## src/rtl/bag_pkg.sv

```systemverilog
package bag_pkg;
  localparam int OFF_W_DEF  = 16;
  localparam int BANK_W_DEF = 4;
  localparam int SEL_W      = 4;

  // segment/base register slots
  localparam int SEG_CODE_LO = 0;
  localparam int SEG_CODE_HI = 1;
  localparam int SEG_DATA_LO = 2;
  localparam int SEG_DATA_HI = 3;
  localparam int SEG_DBASE   = 4;
  localparam int SEG_FRAME   = 5;
  localparam int SEG_STKTOP  = 6;
  localparam int NSEG        = 7;

  // bank register slots
  localparam int BANK_CODE  = 0;
  localparam int BANK_STACK = 1;
  localparam int BANK_EXTRA = 2;
  localparam int NBANK      = 3;

  localparam int SEL_MODE   = NSEG + NBANK;

  typedef enum logic [1:0] {
    KIND_FETCH    = 2'd0,
    KIND_DIRECT   = 2'd1,
    KIND_INDIRECT = 2'd2,
    KIND_ABS      = 2'd3
  } kind_e;

  typedef enum logic [1:0] {
    CAUSE_NONE = 2'd0,
    CAUSE_CODE = 2'd1,
    CAUSE_DATA = 2'd2,
    CAUSE_PRIV = 2'd3
  } cause_e;
endpackage

```

## src/rtl/bag_regs.sv

```systemverilog
module bag_regs
  import bag_pkg::*;
#(
  parameter int OFF_W  = OFF_W_DEF,
  parameter int BANK_W = BANK_W_DEF
) (
  input  logic                         clk,
  input  logic                         rst_n,
  input  logic                         wr_en,
  input  logic [SEL_W-1:0]             wr_sel,
  input  logic [OFF_W-1:0]             wr_data,
  output logic [NSEG-1:0][OFF_W-1:0]   seg_q,
  output logic [NBANK-1:0][BANK_W-1:0] bank_q,
  output logic                         priv_q
);

  for (genvar g = 0; g < NSEG; g++) begin : g_seg
    logic             we;
    logic [OFF_W-1:0] d;
    assign we = wr_en && (wr_sel == SEL_W'(g));
    always_comb begin
      d = seg_q[g];
      if (we) d = wr_data;
    end
    always_ff @(posedge clk or negedge rst_n) begin
      if (!rst_n) seg_q[g] <= '0;
      else        seg_q[g] <= d;
    end
  end

  for (genvar b = 0; b < NBANK; b++) begin : g_bank
    logic              we;
    logic [BANK_W-1:0] d;
    assign we = wr_en && (wr_sel == SEL_W'(NSEG + b));
    always_comb begin
      d = bank_q[b];
      if (we) d = wr_data[BANK_W-1:0];
    end
    always_ff @(posedge clk or negedge rst_n) begin
      if (!rst_n) bank_q[b] <= '0;
      else        bank_q[b] <= d;
    end
  end

  logic mode_we;
  logic priv_d;
  assign mode_we = wr_en && (wr_sel == SEL_W'(SEL_MODE));
  always_comb begin
    priv_d = priv_q;
    if (mode_we) priv_d = wr_data[0];
  end
  always_ff @(posedge clk or negedge rst_n) begin
    if (!rst_n) priv_q <= 1'b1;
    else        priv_q <= priv_d;
  end

  AST_MODE_LOAD: assert property (@(posedge clk) disable iff (!rst_n)
    mode_we |=> (priv_q == $past(wr_data[0])));
  AST_MODE_HOLD: assert property (@(posedge clk) disable iff (!rst_n)
    !mode_we |=> $stable(priv_q));

endmodule

```

## src/rtl/bag_offset.sv

```systemverilog
module bag_offset
  import bag_pkg::*;
#(
  parameter int OFF_W  = OFF_W_DEF,
  parameter int BANK_W = BANK_W_DEF
) (
  input  logic [1:0]                   kind,
  input  logic [1:0]                   base_sel,
  input  logic [OFF_W-1:0]             disp,
  input  logic                         index_en,
  input  logic [OFF_W-1:0]             index,
  input  logic [NSEG-1:0][OFF_W-1:0]   seg_q,
  input  logic [NBANK-1:0][BANK_W-1:0] bank_q,
  output logic [OFF_W-1:0]             off,
  output logic                         carry,
  output logic [BANK_W-1:0]            bank,
  output logic [OFF_W-1:0]             lim_lo,
  output logic [OFF_W-1:0]             lim_hi
);
  localparam int SUM_W = OFF_W + 2;

  logic [OFF_W-1:0] base;
  logic [OFF_W-1:0] idx_term;
  logic [SUM_W-1:0] sum;
  logic             stack_rel;

  always_comb begin
    base      = '0;
    stack_rel = 1'b0;
    idx_term  = index_en ? index : '0;
    bank      = bank_q[BANK_EXTRA];
    lim_lo    = seg_q[SEG_DATA_LO];
    lim_hi    = seg_q[SEG_DATA_HI];
    unique case (kind_e'(kind))
      KIND_FETCH: begin
        idx_term = '0;
        bank     = bank_q[BANK_CODE];
        lim_lo   = seg_q[SEG_CODE_LO];
        lim_hi   = seg_q[SEG_CODE_HI];
      end
      KIND_DIRECT: begin
        unique case (base_sel)
          2'd1:    begin base = seg_q[SEG_FRAME];  stack_rel = 1'b1; end
          2'd2:    begin base = seg_q[SEG_STKTOP]; stack_rel = 1'b1; end
          default: base = seg_q[SEG_DBASE];
        endcase
        if (stack_rel) bank = bank_q[BANK_STACK];
      end
      KIND_INDIRECT: base = seg_q[SEG_DBASE];
      default: idx_term = '0;
    endcase
  end

  assign sum   = SUM_W'(base) + SUM_W'(disp) + SUM_W'(idx_term);
  assign off   = sum[OFF_W-1:0];
  assign carry = |sum[SUM_W-1:OFF_W];

endmodule

```

## src/rtl/bag_check.sv

```systemverilog
module bag_check
  import bag_pkg::*;
#(
  parameter int OFF_W = OFF_W_DEF
) (
  input  logic [1:0]       kind,
  input  logic             priv,
  input  logic [OFF_W-1:0] off,
  input  logic             carry,
  input  logic [OFF_W-1:0] lim_lo,
  input  logic [OFF_W-1:0] lim_hi,
  output logic             trap,
  output logic [1:0]       cause
);
  logic outside;
  assign outside = (off < lim_lo) || (off > lim_hi);

  always_comb begin
    cause = CAUSE_NONE;
    if (!priv) begin
      unique case (kind_e'(kind))
        KIND_FETCH:    if (outside) cause = CAUSE_CODE;
        KIND_ABS:      cause = CAUSE_PRIV;
        default:       if (outside || carry) cause = CAUSE_DATA;
      endcase
    end
  end
  assign trap = (cause != CAUSE_NONE);

endmodule

```

## src/rtl/banked_addr_gen.sv

```systemverilog
module banked_addr_gen
  import bag_pkg::*;
#(
  parameter int OFF_W  = OFF_W_DEF,
  parameter int BANK_W = BANK_W_DEF
) (
  input  logic                    clk,
  input  logic                    rst_n,
  input  logic                    wr_en,
  input  logic [SEL_W-1:0]        wr_sel,
  input  logic [OFF_W-1:0]        wr_data,
  input  logic                    req_valid,
  input  logic [1:0]              req_kind,
  input  logic [1:0]              req_base,
  input  logic [OFF_W-1:0]        req_disp,
  input  logic                    req_index_en,
  input  logic [OFF_W-1:0]        req_index,
  input  logic [OFF_W+BANK_W-1:0] req_abs_addr,
  output logic                    rsp_valid,
  output logic                    rsp_trap,
  output logic [1:0]              rsp_cause,
  output logic [OFF_W+BANK_W-1:0] rsp_addr
);
  localparam int ADDR_W = OFF_W + BANK_W;

  // reset: asserted asynchronously, released on a clock edge
  logic [1:0] rst_sync;
  logic       rst_ni;
  always_ff @(posedge clk or negedge rst_n) begin
    if (!rst_n) rst_sync <= 2'b00;
    else        rst_sync <= {rst_sync[0], 1'b1};
  end
  assign rst_ni = rst_sync[1];

  logic [NSEG-1:0][OFF_W-1:0]   seg_q;
  logic [NBANK-1:0][BANK_W-1:0] bank_q;
  logic                         priv_q;
  logic [OFF_W-1:0]             off, lim_lo, lim_hi;
  logic                         carry, trap;
  logic [BANK_W-1:0]            bank;
  logic [1:0]                   cause;

  bag_regs #(.OFF_W(OFF_W), .BANK_W(BANK_W)) u_regs (
    .clk(clk), .rst_n(rst_ni), .wr_en(wr_en), .wr_sel(wr_sel),
    .wr_data(wr_data), .seg_q(seg_q), .bank_q(bank_q), .priv_q(priv_q)
  );

  bag_offset #(.OFF_W(OFF_W), .BANK_W(BANK_W)) u_off (
    .kind(req_kind), .base_sel(req_base), .disp(req_disp),
    .index_en(req_index_en), .index(req_index), .seg_q(seg_q),
    .bank_q(bank_q), .off(off), .carry(carry), .bank(bank),
    .lim_lo(lim_lo), .lim_hi(lim_hi)
  );

  bag_check #(.OFF_W(OFF_W)) u_chk (
    .kind(req_kind), .priv(priv_q), .off(off), .carry(carry),
    .lim_lo(lim_lo), .lim_hi(lim_hi), .trap(trap), .cause(cause)
  );

  logic              valid_d, trap_d;
  logic [1:0]        cause_d;
  logic [ADDR_W-1:0] addr_d;

  always_comb begin
    valid_d = req_valid;
    trap_d  = req_valid && trap;
    cause_d = req_valid ? cause : CAUSE_NONE;
    addr_d  = '0;
    if (req_valid && !trap) begin
      if (kind_e'(req_kind) == KIND_ABS) addr_d = req_abs_addr;
      else                               addr_d = {bank, off};
    end
  end

  always_ff @(posedge clk or negedge rst_ni) begin
    if (!rst_ni) begin
      rsp_valid <= 1'b0;
      rsp_trap  <= 1'b0;
      rsp_cause <= CAUSE_NONE;
      rsp_addr  <= '0;
    end else begin
      rsp_valid <= valid_d;
      rsp_trap  <= trap_d;
      rsp_cause <= cause_d;
      rsp_addr  <= addr_d;
    end
  end

  AST_RSP_AFTER_REQ: assert property (@(posedge clk) disable iff (!rst_ni)
    req_valid |=> rsp_valid);
  AST_NO_RSP_IDLE: assert property (@(posedge clk) disable iff (!rst_ni)
    !req_valid |=> !rsp_valid);
  AST_TRAP_ZERO_ADDR: assert property (@(posedge clk) disable iff (!rst_ni)
    rsp_trap |-> (rsp_valid && rsp_addr == '0 && rsp_cause != CAUSE_NONE));
  AST_CAUSE_CLEAN: assert property (@(posedge clk) disable iff (!rst_ni)
    !rsp_trap |-> (rsp_cause == CAUSE_NONE));
  AST_PRIV_NO_TRAP: assert property (@(posedge clk) disable iff (!rst_ni)
    (req_valid && priv_q) |=> !rsp_trap);
  AST_FETCH_BANK: assert property (@(posedge clk) disable iff (!rst_ni)
    (req_valid && kind_e'(req_kind) == KIND_FETCH) |=>
      (rsp_trap || rsp_addr[ADDR_W-1:OFF_W] == $past(bank_q[BANK_CODE])));
  AST_USER_ABS_TRAP: assert property (@(posedge clk) disable iff (!rst_ni)
    (req_valid && !priv_q && kind_e'(req_kind) == KIND_ABS) |=>
      (rsp_trap && rsp_cause == CAUSE_PRIV));

endmodule

```

## config.mk

```make
export PLATFORM = sky130hd
export DESIGN_NAME = banked_addr_gen
export DESIGN_NICKNAME = d
export VERILOG_FILES = /design/src/rtl/bag_pkg.sv /design/src/rtl/bag_regs.sv /design/src/rtl/bag_offset.sv /design/src/rtl/bag_check.sv /design/src/rtl/banked_addr_gen.sv
export SDC_FILE = /design/constraint.sdc
export NUM_CORES = 1
export LEC_CHECK = 0
export CORE_ASPECT_RATIO = 0.6
export CORE_UTILIZATION = 55
export CTS_BUF_LIST = sky130_fd_sc_hd__clkbuf_4 sky130_fd_sc_hd__clkbuf_8
export DETAILED_ROUTE_END_ITERATION = 8
export PLACE_DENSITY_LB_ADDON = 0.1
export SLEW_MARGIN = 20
export SYNTH_ARGS = -nofsm -noshare
export SYNTH_HDL_FRONTEND = slang
export SYNTH_SLANG_ARGS = --single-unit
```

## constraint.sdc

```tcl
create_clock -name clk -period 8.9 [get_ports clk]
set_clock_uncertainty 0.1 [all_clocks]
set_input_delay 1.78 -clock clk [delete_from_list [all_inputs] [get_ports clk]]
set_output_delay 1.78 -clock clk [all_outputs]
set_load 0.005 [all_outputs]
```

==> summary.txt <==
Outcome
  – Status: finished, final reports clean

Global routing
  – First-pass GRT wire length: roughly 37 mm
  – Grt ovf: 0
  – Largest net degree at the start of global routing: 80
  – All-Layer GR Usage: 0.296
  – Initial antenna violation count: 0
  – Number of global-route vias before repair: 6591

Drt
  – Drt pass-1 iters: 6
  – Vias per Instance: 6.14
  – DRT iter0 DRCs: 689
  – Avg WL per Cell: 21.8 um
  – Vias: 6850
  – WL final: about 24 mm
  – Antenna-violating nets left: 0
  – DRC: 0

Clock network
  – Clock root buffer: clkbuf_8
  – Post-CTS Setup Bufs: 0
  – Skew-Pair Late Insertion Delay: 480 ps
  – H-tree lvl count: 4
  – # hold bufs at CTS: 0
  – CTS max path bufs: 2
  – CTS tree: yes
  – Post-CTS sizing: 0
  – Total clock sinks: 151
  – CTS buffer count: 17
  – Clk slew on worst S/H paths: 100 ps

Logic synthesis
  – Simple logic cell fraction of the synthesized area: 0.0905
  – Yosys top cell by area: dfrtp_1
  – Synth Area in XOR/XNOR: 0.0231
  – EDFF count, synth: 0
  – Synth area leaders: dfrtp_1 41%, mux2_2 16%, ha_1 9.6%, mux2i_1 5.1%, a211oi_2 2.9%
  – Post-Synth Adder-Cell Area: 0.101
  – Syn_nets: 951
  – Async S/R FF share, synth: 1.00
  – Largest family of logic cells by synthesized area: multiplexers
  – Yosys warns: 0
  – Mapped Area: a little over 0.009 sq mm
  – Mux cell area share after synthesis: 0.211
  – Mapped Avg Cell Area: 11.4 sq um
  – Synth Instances: 798
  – Number of synthesized register bits: 151
  – Sequential area share after synthesis: 0.415
  – Share of the synthesized area in the top cell type: 0.412
  – Synth cell types: 63
  – Compound-Gate Fraction of Synth Area: 0.132
  – Synth Flop Type: dfrtp_1

Finish
  – Layout area overhead: 18.4%
  – Final Net Count: 1046
  – Layout cell share with drive strength beyond 1: 0.235
  – Fill cells: roughly 1200
  – Number of diodes: 0

Worst setup path
  – Reg2reg start: u_regs.seg_q[96]
  – Crit. End Element: flop
  – CP arrival: 8610 ps
  – CP max FO: 20
  – Largest stage delay, worst path: 490 ps
  – Crit path launch type: primary input
  – Worst EP required: 9170 ps
  – WS Path Type: in -> reg
  – Crit-path most repeated cell: ha_1
  – Setup crit start: req_base[0]
  – Critical-path top delay cell: clkdlybuf4s50_1

STA
  – Post-route minimum period: between 8000 and 9000 ps
  – Setup ws final: 560 ps
  – Endpoints failing hold: 0
  – Fmax: 0.120 GHz
  – Rel. slew slack: 0.286
  – Max-slew violations: 0
  – Fin Setup TNS: 0 ps
  – Fin crit share: 0.937
  – Least-Margin Pin Slew: ~1100 ps
  – Setup violations, final: 0
  – Unrepaired setup endpoints after global routing: false

Power and ir drop
  – IR drop worst, VDD: 0.000109 V
  – PwrDens: about 210 mW/mm^2
  – Leak: 4.79 nW

Floorplanning
  – Die H: ~100 um
  – Die footprint: 0.0171 sq mm
  – Top Ports: 105
  – Core area: 0.0162 sq mm
  – Die Width: between 150 and 200 um
  – FP Rows: 36
  – Initial Util: 0.562

Placement
  – Pre-CTS setup slack: 101 ps
  – Final GP Congestion: 0.891
  – Port Buffers: 104
  – Post-DP HPWL: 18.1 mm

Flow run
  – Max-cap violations: 0

Min path
  – Worst Hold Class: reg -> reg
  – Hold path start: rst_sync[0]
==> metal layers <==
metal | global-route usage | part of all wire
met1 | 0.458 | 0.51
met2 | 0.419 | 0.40
met3 | 0.0684 | 0.083
met4 | 0.0601 | 0.0080
met5 | 0 | 0
==> cells in the mapped netlist, types with 3 or more instances <==
library cell and number:
a211o_1 3, a211oi_1 8, a211oi_2 21, a21o_1 12, a21oi_1 30, a22oi_1 20, a31oi_1 5, and2_1 18
and3_1 17, buf_1 5, buf_6 3, clkbuf_1 30, dfrtp_1 150, ha_1 70, inv_1 17, mux2_2 130
mux2i_1 46, nand2_1 41, nand2b_1 8, nand3_1 9, nand4_1 5, nor2_1 34, nor2b_1 4, nor3_1 7
nor4_1 4, o21a_1 6, o21ai_0 24, o21ai_1 4, xnor2_1 17, xor2_1 7
==> where the power goes <==
group          switching [mW]  internal (mW)
logic                   0.404          0.382
registers              0.0890          0.835
clock network           0.325          0.244
==> cells by family after synthesis <==
family,Yosys count
XOR/XNOR,24
multiplexers,176
flip-flops,151
AO/OA/AOI/OAI,157
AND/OR/NAND/NOR,159
buffers and inverters,58
other,1
adder cells (fa/ha/maj),72
==> per-stage QoR <==
stage | cell area [sq um] | hold slack [ps] | std cells | total power [mW] | util
after global routing | 10800 | 283 | 1115 | 2.40 | 0.665
after global placement | 10300 | 243 | 1083 | 1.66 | 0.638
after floorplan | 9110 | 231 | 798 | 1.44 | -
final | 10800 | 284 | 1115 | 2.28 | 0.665
after CTS | 10800 | 281 | 1115 | 2.28 | 0.665
after detailed placement | 10300 | 238 | 1083 | 1.70 | 0.638
==> cell usage in the layout, fill, tap and decap left out, types with 9 or more instances in the layout <==
| master | Yosys | final |
|---|---|---|
| clkbuf_8 | 0 | 17 |
| a21o_1 | 12 | 12 |
| nand3_1 | 9 | 9 |
| ha_1 | 70 | 69 |
| a21oi_1 | 30 | 30 |
| nor2_1 | 34 | 33 |
| buf_4 | 2 | 12 |
| nand2_1 | 41 | 41 |
| a22oi_1 | 20 | 20 |
| o21ai_0 | 24 | 24 |
| and2_1 | 18 | 18 |
| mux2_2 | 130 | 130 |
| clkdlybuf4s50_1 | 0 | 104 |
| a211oi_2 | 21 | 21 |
| and3_1 | 17 | 17 |
| inv_1 | 17 | 17 |
| mux2i_1 | 46 | 46 |
| xnor2_1 | 17 | 17 |
| dfrtp_1 | 150 | 149 |
==> final cells by class <==
type	count	area [sq um]	area share
multi-input cells	589	5080	0.472
flip-flops and latches	151	3780	0.351
repair buffers	117	1150	0.107
well taps	209	262	0.0243
clock buffers	17	234	0.0217
clock inverters	15	204	0.0189
inverters	17	63.8	0.00592
==> worst max-delay path: cells and delay by family <==
kind                     cells  cell delay (ps)
adder cells (fa/ha/maj)      5             1700
AO/OA/AOI/OAI               14             2730
XOR/XNOR                     2              530
AND/OR/NAND/NOR              7             1100
buffers and inverters        3              780
==> registers in the layout (all words and copies together), names as in the netlist <==
name           flops
rsp_addr          20
rsp_cause          2
rsp_trap           1
rsp_valid          1
rst_sync           2
u_regs.bank_q     12
u_regs.priv_q      1
u_regs.seg_q     112
==> worst paths after layout <==
path,depth (start not counted),end,slack (ps)
setup / recovery,31,rsp_addr[16],560
hold / removal,0,rst_sync[1],280
setup reg to reg,27,rsp_addr[16],2380
hold reg to reg,0,rst_sync[1],280
max in group asynchronous,1,u_regs.seg_q[39],6770
min in group asynchronous,0,rsp_addr[10],350
(Power assumes the default switching activity.)
